==> src/rtl/lrr_pkg.sv <==
// Shared encodings for the latency-aware replacement controller.
package lrr_pkg;
    typedef enum logic [1:0] {
        OP_NONE = 2'd0,
        OP_HIT  = 2'd1,
        OP_FILL = 2'd2,
        OP_VICT = 2'd3
    } lrr_op_e;

    typedef enum logic {
        ST_IDLE = 1'b0,
        ST_AGE  = 1'b1
    } lrr_state_e;
endpackage

==> src/rtl/lrr_insert_calc.sv <==
// Computes the counter value given to a newly filled line.
// Assumes SCALE >= 1; a zero divisor is forced to 1; result clamps at 0.
module lrr_insert_calc #(
    parameter int RW    = 3,
    parameter int LAT_W = 4,
    parameter int CNT_W = 4,
    parameter int IVL_W = 8,
    parameter int SCALE = 1
) (
    input  logic [LAT_W-1:0] link_lat,
    input  logic [CNT_W-1:0] inter_cnt,
    input  logic [CNT_W-1:0] inner_cnt,
    input  logic [IVL_W-1:0] reacc_cyc,
    input  logic             long_lat,
    output logic [RW-1:0]    ins_val
);
    localparam int SC_W  = $clog2(SCALE + 1);
    localparam int NUM_W = 2 * CNT_W + 1 + LAT_W;
    localparam int DEN_W = IVL_W + SC_W;
    localparam int W     = (NUM_W > DEN_W) ? NUM_W : DEN_W;
    localparam int BASE  = (2 ** RW) - 2;

    logic [2*CNT_W-1:0] pair_prod;
    logic [NUM_W-1:0]   numer;
    logic [DEN_W-1:0]   denom;
    logic [W-1:0]       bonus;

    // Numerator and divisor of the latency bonus.
    always_comb begin
        pair_prod = (2*CNT_W)'(inter_cnt) * (2*CNT_W)'(inner_cnt);
        numer     = (NUM_W'(pair_prod) + NUM_W'(1)) * NUM_W'(link_lat);
        denom     = DEN_W'(reacc_cyc) * DEN_W'(SCALE);
        if (denom == '0) denom = DEN_W'(1);
    end

    // Divide, then subtract from the base value with a floor of zero.
    always_comb begin
        bonus = W'(numer) / W'(denom);
        if (!long_lat)
            ins_val = RW'(BASE);
        else if (bonus >= W'(BASE))
            ins_val = '0;
        else
            ins_val = RW'(W'(BASE) - bonus);
    end
endmodule

==> src/rtl/lrr_top_find.sv <==
// Finds whether any way holds the top counter value and, if so, the
// lowest-indexed such way. Pure combinational priority search.
module lrr_top_find #(
    parameter int WAYS  = 8,
    parameter int RW    = 3,
    localparam int WAY_W = $clog2(WAYS)
) (
    input  logic [WAYS*RW-1:0] rrpv_flat,
    output logic               any_top,
    output logic [WAY_W-1:0]   top_idx
);
    logic [WAYS-1:0] at_top;

    genvar g;
    generate
        for (g = 0; g < WAYS; g++) begin : g_cmp
            // Compare each way against the all-ones top value.
            assign at_top[g] = (rrpv_flat[g*RW +: RW] == {RW{1'b1}});
        end
    endgenerate

    // Lowest index wins: scan downward so the last write is the smallest.
    always_comb begin
        any_top = |at_top;
        top_idx = '0;
        for (int i = WAYS - 1; i >= 0; i--) begin
            if (at_top[i]) top_idx = WAY_W'(i);
        end
    end
endmodule

==> src/rtl/lat_rrip_ctrl.sv <==
// Replacement-state controller for one cache set. Hit, fill and victim
// requests are taken only in the idle state, one at a time. A victim search
// ages all ways by one per cycle until a way reaches the top value.
module lat_rrip_ctrl #(
    parameter int WAYS  = 8,
    parameter int RW    = 3,
    parameter int LAT_W = 4,
    parameter int CNT_W = 4,
    parameter int IVL_W = 8,
    parameter int SCALE = 1,
    localparam int WAY_W = $clog2(WAYS)
) (
    input  logic             clk,
    input  logic             rst_n,
    input  logic             req_valid,
    input  logic [1:0]       req_op,
    input  logic [WAY_W-1:0] req_way,
    input  logic [LAT_W-1:0] link_lat,
    input  logic [CNT_W-1:0] inter_cnt,
    input  logic [CNT_W-1:0] inner_cnt,
    input  logic [IVL_W-1:0] reacc_cyc,
    input  logic             long_lat,
    output logic [WAY_W-1:0] victim_way,
    output logic             victim_ready
);
    import lrr_pkg::*;

    logic [RW-1:0]      rrpv_q [WAYS];
    logic [WAYS*RW-1:0] rrpv_flat;
    logic [RW-1:0]      ins_val;
    logic               any_top;
    logic [WAY_W-1:0]   top_idx;
    lrr_state_e         state_q;
    lrr_op_e            op;
    logic               idle;

    assign op   = lrr_op_e'(req_op);
    assign idle = (state_q == ST_IDLE);

    genvar g;
    generate
        for (g = 0; g < WAYS; g++) begin : g_flat
            // Flatten the per-way counters for the search logic.
            assign rrpv_flat[g*RW +: RW] = rrpv_q[g];
        end
    endgenerate

    lrr_insert_calc #(
        .RW(RW), .LAT_W(LAT_W), .CNT_W(CNT_W), .IVL_W(IVL_W), .SCALE(SCALE)
    ) u_ins (
        .link_lat (link_lat),
        .inter_cnt(inter_cnt),
        .inner_cnt(inner_cnt),
        .reacc_cyc(reacc_cyc),
        .long_lat (long_lat),
        .ins_val  (ins_val)
    );

    lrr_top_find #(.WAYS(WAYS), .RW(RW)) u_find (
        .rrpv_flat(rrpv_flat),
        .any_top  (any_top),
        .top_idx  (top_idx)
    );

    // Request handling, victim search and aging.
    always_ff @(posedge clk) begin
        if (!rst_n) begin
            for (int i = 0; i < WAYS; i++) rrpv_q[i] <= {RW{1'b1}};
            state_q      <= ST_IDLE;
            victim_way   <= '0;
            victim_ready <= 1'b0;
        end else begin
            victim_ready <= 1'b0;
            if (state_q == ST_IDLE) begin
                if (req_valid) begin
                    case (op)
                        OP_HIT:  rrpv_q[req_way] <= '0;
                        OP_FILL: rrpv_q[req_way] <= ins_val;
                        OP_VICT: begin
                            if (any_top) begin
                                victim_way   <= top_idx;
                                victim_ready <= 1'b1;
                            end else begin
                                for (int i = 0; i < WAYS; i++)
                                    rrpv_q[i] <= rrpv_q[i] + RW'(1);
                                state_q <= ST_AGE;
                            end
                        end
                        default: ;
                    endcase
                end
            end else begin
                if (any_top) begin
                    victim_way   <= top_idx;
                    victim_ready <= 1'b1;
                    state_q      <= ST_IDLE;
                end else begin
                    for (int i = 0; i < WAYS; i++)
                        rrpv_q[i] <= rrpv_q[i] + RW'(1);
                end
            end
        end
    end
endmodule

==> config.mk <==
export PLATFORM = sky130hd
export DESIGN_NAME = lat_rrip_ctrl
export DESIGN_NICKNAME = d
export VERILOG_FILES = /design/src/rtl/lrr_pkg.sv /design/src/rtl/lrr_insert_calc.sv /design/src/rtl/lrr_top_find.sv /design/src/rtl/lat_rrip_ctrl.sv
export SDC_FILE = /design/constraint.sdc
export NUM_CORES = 1
export LEC_CHECK = 0
export ABC_CLOCK_PERIOD_IN_PS = 28000
export BUFFER_PORTS_ARGS = -buffer_cell sky130_fd_sc_hd__buf_2
export CAP_MARGIN = 20
export CORE_MARGIN = 4
export CORE_UTILIZATION = 59
export CTS_BUF_LIST = sky130_fd_sc_hd__clkbuf_8
export DETAILED_ROUTE_END_ITERATION = 7
export PLACE_DENSITY = 0.84
export SYNTH_ARGS = -nofsm -noshare
export SYNTH_HDL_FRONTEND = slang
export SYNTH_SLANG_ARGS = --single-unit
==> constraint.sdc <==
create_clock -name clk -period 28 [get_ports clk]
set_input_delay 1.4 -clock clk [delete_from_list [all_inputs] [get_ports clk]]
set_output_delay 1.4 -clock clk [all_outputs]
set_load 0.1 [all_outputs]
==> run summary, run 1 <==
design area: 9070 um^2
Final GP Congestion: 0.968
Sink Count: 29
CTS tree: built
final period utilization: 98.7%
drt via density: 6.61
# rows: 40
FF-to-FF Start: rrpv_q[7][0]$_DFFE_PP_
CP endpoint kind: flip-flop
Max-Cap Viols: 0
H-tree levels: 2
Final Skew: 0.00796 ns
vias in the first global route: 6961
initial DRC count: 790
PortBufs: 32
Yosys warning total: 0
starting density of the core: 60.4%
Syn Nets: 1079
DRT Wirelength: 22300 um
die width: 119 um
Synth-to-Final Area Change: 24.4%
Synth Instances: 907
Fin. Hold Viols: 0
post-route core utilization: 75.2%
WS Path Type: in -> reg
Fmax: 36.2 MHz
crit-path max cell delay: 0.56 ns
Synth async-reset ratio: 0%
Slew Limit Fails: 0
die area: 14200 um^2
routed wire length per instance: 18.7 um
worst setup path startpoint: inter_cnt[1]
maximum root-to-sink buffer count: 2
nets: 1191
total gr overflow: 0
post-route DRC violation count: 0
1st-pass router iterations: 8
Core Region: 12100 um^2
critical path's slowest cell: fa_1
crit start category: primary input
Detail Placement HPWL: 15300 um
Clock Pin Slew Worst Setup and Hold Paths: 0.07 ns
Slew headroom: 9.58%
setup TNS: 0 ns
Unique masters post-synth: 79
#FFs+latches synth: 29
n_diodes: 0
initial antenna violation count: 0
first-pass GRT wire length: 32000 um
largest net degree at the start of global routing: 14
Overall Global Routing Usage: 26.6%
Setup violations, final: 0
cts bufs inserted: 5
status: finished, final reports clean
Top cell by count, worst path: o21a_1
sequential share of the synthesized area: 11.3%
dpl cell area: 8060 um^2
Slew @ Worst Pin: 1.34 ns
worst-path fanout max: 8
CP Data Arrival Time: 27.67 ns
min-delay src: victim_way[1]$_SDFFE_PN0P_
CP required: 28.03 ns
synthesized cell area: 7290 um^2
Antenna Nets Post-Route: 0
hold_ws: 0.462 ns
share of cells above drive strength 1: 26.2%
clk_lat worst skew: 0.28 ns
Tmin final: 27.64 ns
die span in y: 119 um
clock root buffer master: clkbuf_8
Post-synth EDFFs: 24
Most used DFF post-synth: edfxtp_1
Min-Delay Path Class: reg -> reg
io pins: 33
routed vias: 7855
Avg Cell Area, Syn: 8.04 um^2
-- repair_timing --
| action | CTS | global route |
|---|---|---|
| setup buffers | 3 | 25 |
| hold buffers | 0 | 0 |
| resized for setup | 20 | 120 |
| pin swaps | 5 | 71 |
| setup endpoints to repair | 24 | 24 |
-- worst paths after layout --
path | to | slack [ns] | cells past startpoint
max | rrpv_q[2][2]$_DFFE_PP_ | 0.36 | 129
min | victim_way[1]$_SDFFE_PN0P_ | 0.46 | 2
max reg2reg | rrpv_q[5][0]$_DFFE_PP_ | 25.11 | 8
min reg2reg | victim_way[1]$_SDFFE_PN0P_ | 0.46 | 2
-- layout by cell type, fill, tap and decap left out, drive strengths merged, types with 18 or more instances in the layout --
master	instances
ha	125
buf	116
nor2	79
nand2	78
a21oi	54
and2	50
inv	49
o21ai	39
o21a	31
nor3	29
edfxtp	24
xnor2	23
a211oi	21
mux2	21
o211ai	19
fa	18
-- cells by family after synthesis --
logic type	synth area share, %
XOR/XNOR	4.81
buffers and inverters	3.28
AND/OR/NAND/NOR	23.4
multiplexers	4.72
flip-flops	11.3
AO/OA/AOI/OAI	26.1
adder cells (fa/ha/maj)	26.4
-- state kept, by name, indices dropped and copies added, names as in the netlist --
| signal | count |
|---|---|
| victim_ready | 1 |
| state_q | 1 |
| rrpv_q | 24 |
| victim_way | 3 |
-- worst max-delay path, delay by kind of cell --
kind / cells / cell delay, ns
AOI/OAI and AO/OA: 58 / 10.83
adders and majority gates: 20 / 6.20
and+or+nand+nor: 32 / 5.22
muxes: 8 / 2.37
buffers and inverters: 9 / 1.31
xor gates and xnor gates: 2 / 0.27
-- Yosys cell counts, types with 7 or more instances --
library cell	number	area, um^2
a211oi_1	18	135
a21boi_0	7	52.6
a21o_1	17	128
a21oi_1	54	270
a31oi_1	9	56.3
and2_1	50	313
clkbuf_1	7	26.3
edfxtp_1	24	721
fa_1	18	360
ha_1	125	1560
inv_1	48	180
mux2_2	19	214
mux2i_1	10	100
nand2_1	78	293
nand2b_1	10	62.6
nand3_1	15	75.1
nor2_1	79	297
nor2b_1	13	81.3
nor3_1	29	145
nor4_1	10	62.6
o211ai_1	19	143
o21a_1	31	233
o21ai_0	36	180
o21bai_1	8	60.1
o22a_1	7	61.3
o31ai_1	9	67.6
or3_1	11	68.8
xnor2_1	23	201
xor2_1	17	149
-- cell type report --
class	instances	area [um^2]
fill	816	2990
timing repair buffer	116	798
clock buffer	5	68.8
inverter	49	184
multi-input combinational	818	6970
tap	168	210
clock inverter	3	17.5
sequential	29	821
-- metal layers --
metal / wire, um / up-vias / track usage [%] / part of all wire, %
met4: 1040 / 0 / 8.33 / 4.7
met5: 0 / - / 0 / 0
met2: 10300 / 423 / 42.6 / 46
li1: - / 3643 / - / -
met1: 9280 / 3691 / 37.7 / 42
met3: 1640 / 98 / 2.52 / 7.4
-- per-stage QoR --
step           worst slack [ns]  instances
6_report                  0.358       1188
5_1_grt                  -0.822       1188
4_1_cts                  0.0594       1163
3_5_place_dp             -0.811       1152
3_3_place_gp             0.0973       1152
2_1_floorplan            0.0247        907
Power of run 1 is not shown: default switching activity piles up to over one toggle a cycle in this logic, so the estimate is an artifact.
==> run 2: changes to the inputs <==
Settings changed: ABC_AREA set to 1.
==> run 2 against run 1 <==
Critical path depth increased by 55. Register-to-register slack worse by 0.34 ns. Count of clock-buffer cells in the layout rose by 1. Clock skew hardly changed. Non-clock buffer count fell by 48. Area after synthesis down 3.7%. Via count decreased by 16%.
==> run summary, run 2 <==
status: finished, final reports clean
most frequent cell after synthesis: nand2_1
post-route core utilization: 69.0% (-6.2 points)
CTS tree: built
largest net degree at the start of global routing: 19 (+5)
design area: 7950 um^2 (-12%)
max reg flops: 24 (unchanged)
maximum root-to-sink buffer count: 2 (unchanged)
dpl cell area: 7340 um^2 (-8.9%)
share of cells above drive strength 1: 18.4% (-7.8 points)
final period utilization: 92.5% (-6.2 points)
total gr overflow: 0 (unchanged)
initial DRC count: 304 (-62%)
routed vias: 6598 (-16%)
Final GP Congestion: 0.859 (-11%)
crit-path max cell delay: 0.56 ns (about the same)
Buf/Inv on CP: 25 (+16)
cts bufs inserted: 5 (unchanged)
DRT Wirelength: 14900 um (-33%)
critical path's slowest cell: fa_1
most frequent cells after synthesis: nand2_1, inv_1, ha_1, nor2_1, o21ai_0
first-pass GRT wire length: 24800 um (-23%)
Slew @ Worst Pin: 1.24 ns (-0.0994 ns)
# rows: 39 (-2.5%)
vias in the first global route: 6189 (-11%)
Min-Delay Path Class: reg -> reg
most flop-heavy register: rrpv_q
Area contributors post-synth: ha_1, nand2_1, edfxtp_1
synthesized cell area: 7020 um^2 (-3.7%)
CP required: 28.11 ns (+0.08 ns)
Most used DFF post-synth: edfxtp_1
most frequent cells in the layout: nand2_1, inv_1, ha_1, nor2_1, o21ai_0
post-synth top area share: 22.3% (+0.82 points)
Setup violations, final: 0 (unchanged)
hold_ws: 0.474 ns (+0.0124 ns)
Fmax: 38.6 MHz (+6.7%)
Yosys warning total: 0 (unchanged)
PortBufs: 32 (unchanged)
1st-pass router iterations: 7 (-1)
Core Region: 11500 um^2 (-4.5%)
starting density of the core: 61.0% (+0.53 points)
post-route setup slack: 2.09 ns (+1.73 ns)
Max-Cap Viols: 0 (unchanged)
CP Data Arrival Time: 26.02 ns (-1.65 ns)
Slew headroom: 16.8% (+7.3 points)
nets: 1265 (+6.2%)
WS Path Type: in -> reg
post-synth top area cell: ha_1
Top cell by count, worst path: nand2_1
Unique masters post-synth: 53 (-33%)
H-tree levels: 2 (unchanged)
Post-synth EDFFs: 24 (unchanged)
Fin. Hold Viols: 0 (unchanged)
pre-CTS WS: 0.0660 ns (+0.877 ns)
post-route DRC violation count: 0 (unchanged)
sequential share of the synthesized area: 11.7% (+0.43 points)
Clock Pin Slew Worst Setup and Hold Paths: 0.06 ns (about the same)
routed wire length per instance: 12.1 um (-36%)
Synth async-reset ratio: 0% (unchanged)
Avg Cell Area, Syn: 6.86 um^2 (-15%)
die width: 117 um (-1.7%)
die area: 13700 um^2 (-3.4%)
Syn Nets: 1196 (+11%)
CTS Hold Bufs: 0 (unchanged)
Slew Limit Fails: 0 (unchanged)
crit start category: primary input
CP endpoint kind: flip-flop
initial antenna violation count: 0 (unchanged)
commonest non-fill, non-tap cell in the layout: nand2_1
Overall Global Routing Usage: 21.3% (-5.3 points)
Regs by FF count: rrpv_q (24), victim_way (3)
die span in y: 117 um (-1.7%)
Detail Placement HPWL: 12000 um (-22%)
Antenna Nets Post-Route: 0 (unchanged)
setup slack, reg-to-reg: 24.77 ns (-0.34 ns)
drt via density: 5.33 (-19%)
Tmin final: 25.91 ns (-1.73 ns)
worst-path fanout max: 12 (+4)
n_diodes: 0 (unchanged)
Synth Instances: 1024 (+13%)
clock root buffer master: clkbuf_8
io pins: 33 (unchanged)
Final Skew: 0.00767 ns (-0.000283 ns)
family with the most delay on the worst path: simple AND/OR/NAND/NOR gates
#FFs+latches synth: 29 (unchanged)
Synth-to-Final Area Change: 13.2%
Sink Count: 29 (unchanged)
clk_lat worst skew: 0.28 ns (about the same)
run 2: cell type report:
| class | count | area [um^2] |
|---|---|---|
| Clock buffer | 6 | 82.6 |
| Clock inverter | 2 | 33.8 |
| Fill cell | 921 | 3570 |
| Inverter | 185 | 711 |
| Multi-Input combinational cell | 803 | 5680 |
| Sequential cell | 29 | 821 |
| Tap cell | 143 | 179 |
| Timing Repair Buffer | 68 | 430 |
| Timing Repair inverter | 1 | 7.51 |
run 2: what timing repair did:
| action | CTS | global route |
|---|---|---|
| hold endpoints to repair | 0 | 0 |
| setup endpoints to repair | 0 | 24 |
| buffers inserted | 0 | 33 |
| gates resized for setup | 0 | 56 |
run 2: cell families after synthesis:
logic type / Yosys count / synth area share (%)
buffers and inverters: 192 / 10.5
and+or+nand+nor: 462 / 31.5
xor gates and xnor gates: 46 / 5.74
adders and majority gates: 143 / 27.4
DFF: 29 / 11.7
AOI/OAI and AO/OA: 152 / 13.2
run 2: per-stage QoR:
step | TNS (ns) | instances
after floorplan | 0 | 1024
after global placement | 0 | 1195
after detailed placement | 0 | 1195
after CTS | 0 | 1203
after global routing | -5.10 | 1237
final | 0 | 1237
run 2: final timing paths:
| path | endpoint | cells after the start | from |
|---|---|---|---|
| worst max-delay path | rrpv_q[4][2]$_DFFE_PP_ | 184 | inter_cnt[2] |
| worst min-delay path | victim_way[1]$_SDFFE_PN0P_ | 2 | victim_way[1]$_SDFFE_PN0P_ |
| worst max register to register | rrpv_q[2][0]$_DFFE_PP_ | 11 | state_q$_SDFF_PN0_ |
| worst min register to register | victim_way[1]$_SDFFE_PN0P_ | 2 | victim_way[1]$_SDFFE_PN0P_ |
run 2: routing by layer:
layer  up-vias  track usage [%]  share of wire (%)
met1      3014             24.4                 43
met4         0             5.28                1.2
met5         -                0                  0
li1       3476                -                  -
met2        90             42.2                 54
met3        18             1.49                2.1
run 2: worst reg2reg max path: cells and delay by family (launching register included):
| family | cells | cell delay [ns] |
|---|---|---|
| AND/OR/NAND/NOR | 10 | 2.63 |
| AO/OA/AOI/OAI | 1 | 0.16 |
| flip-flops | 1 | 0.31 |
Power of run 2 is left out for the same reason.
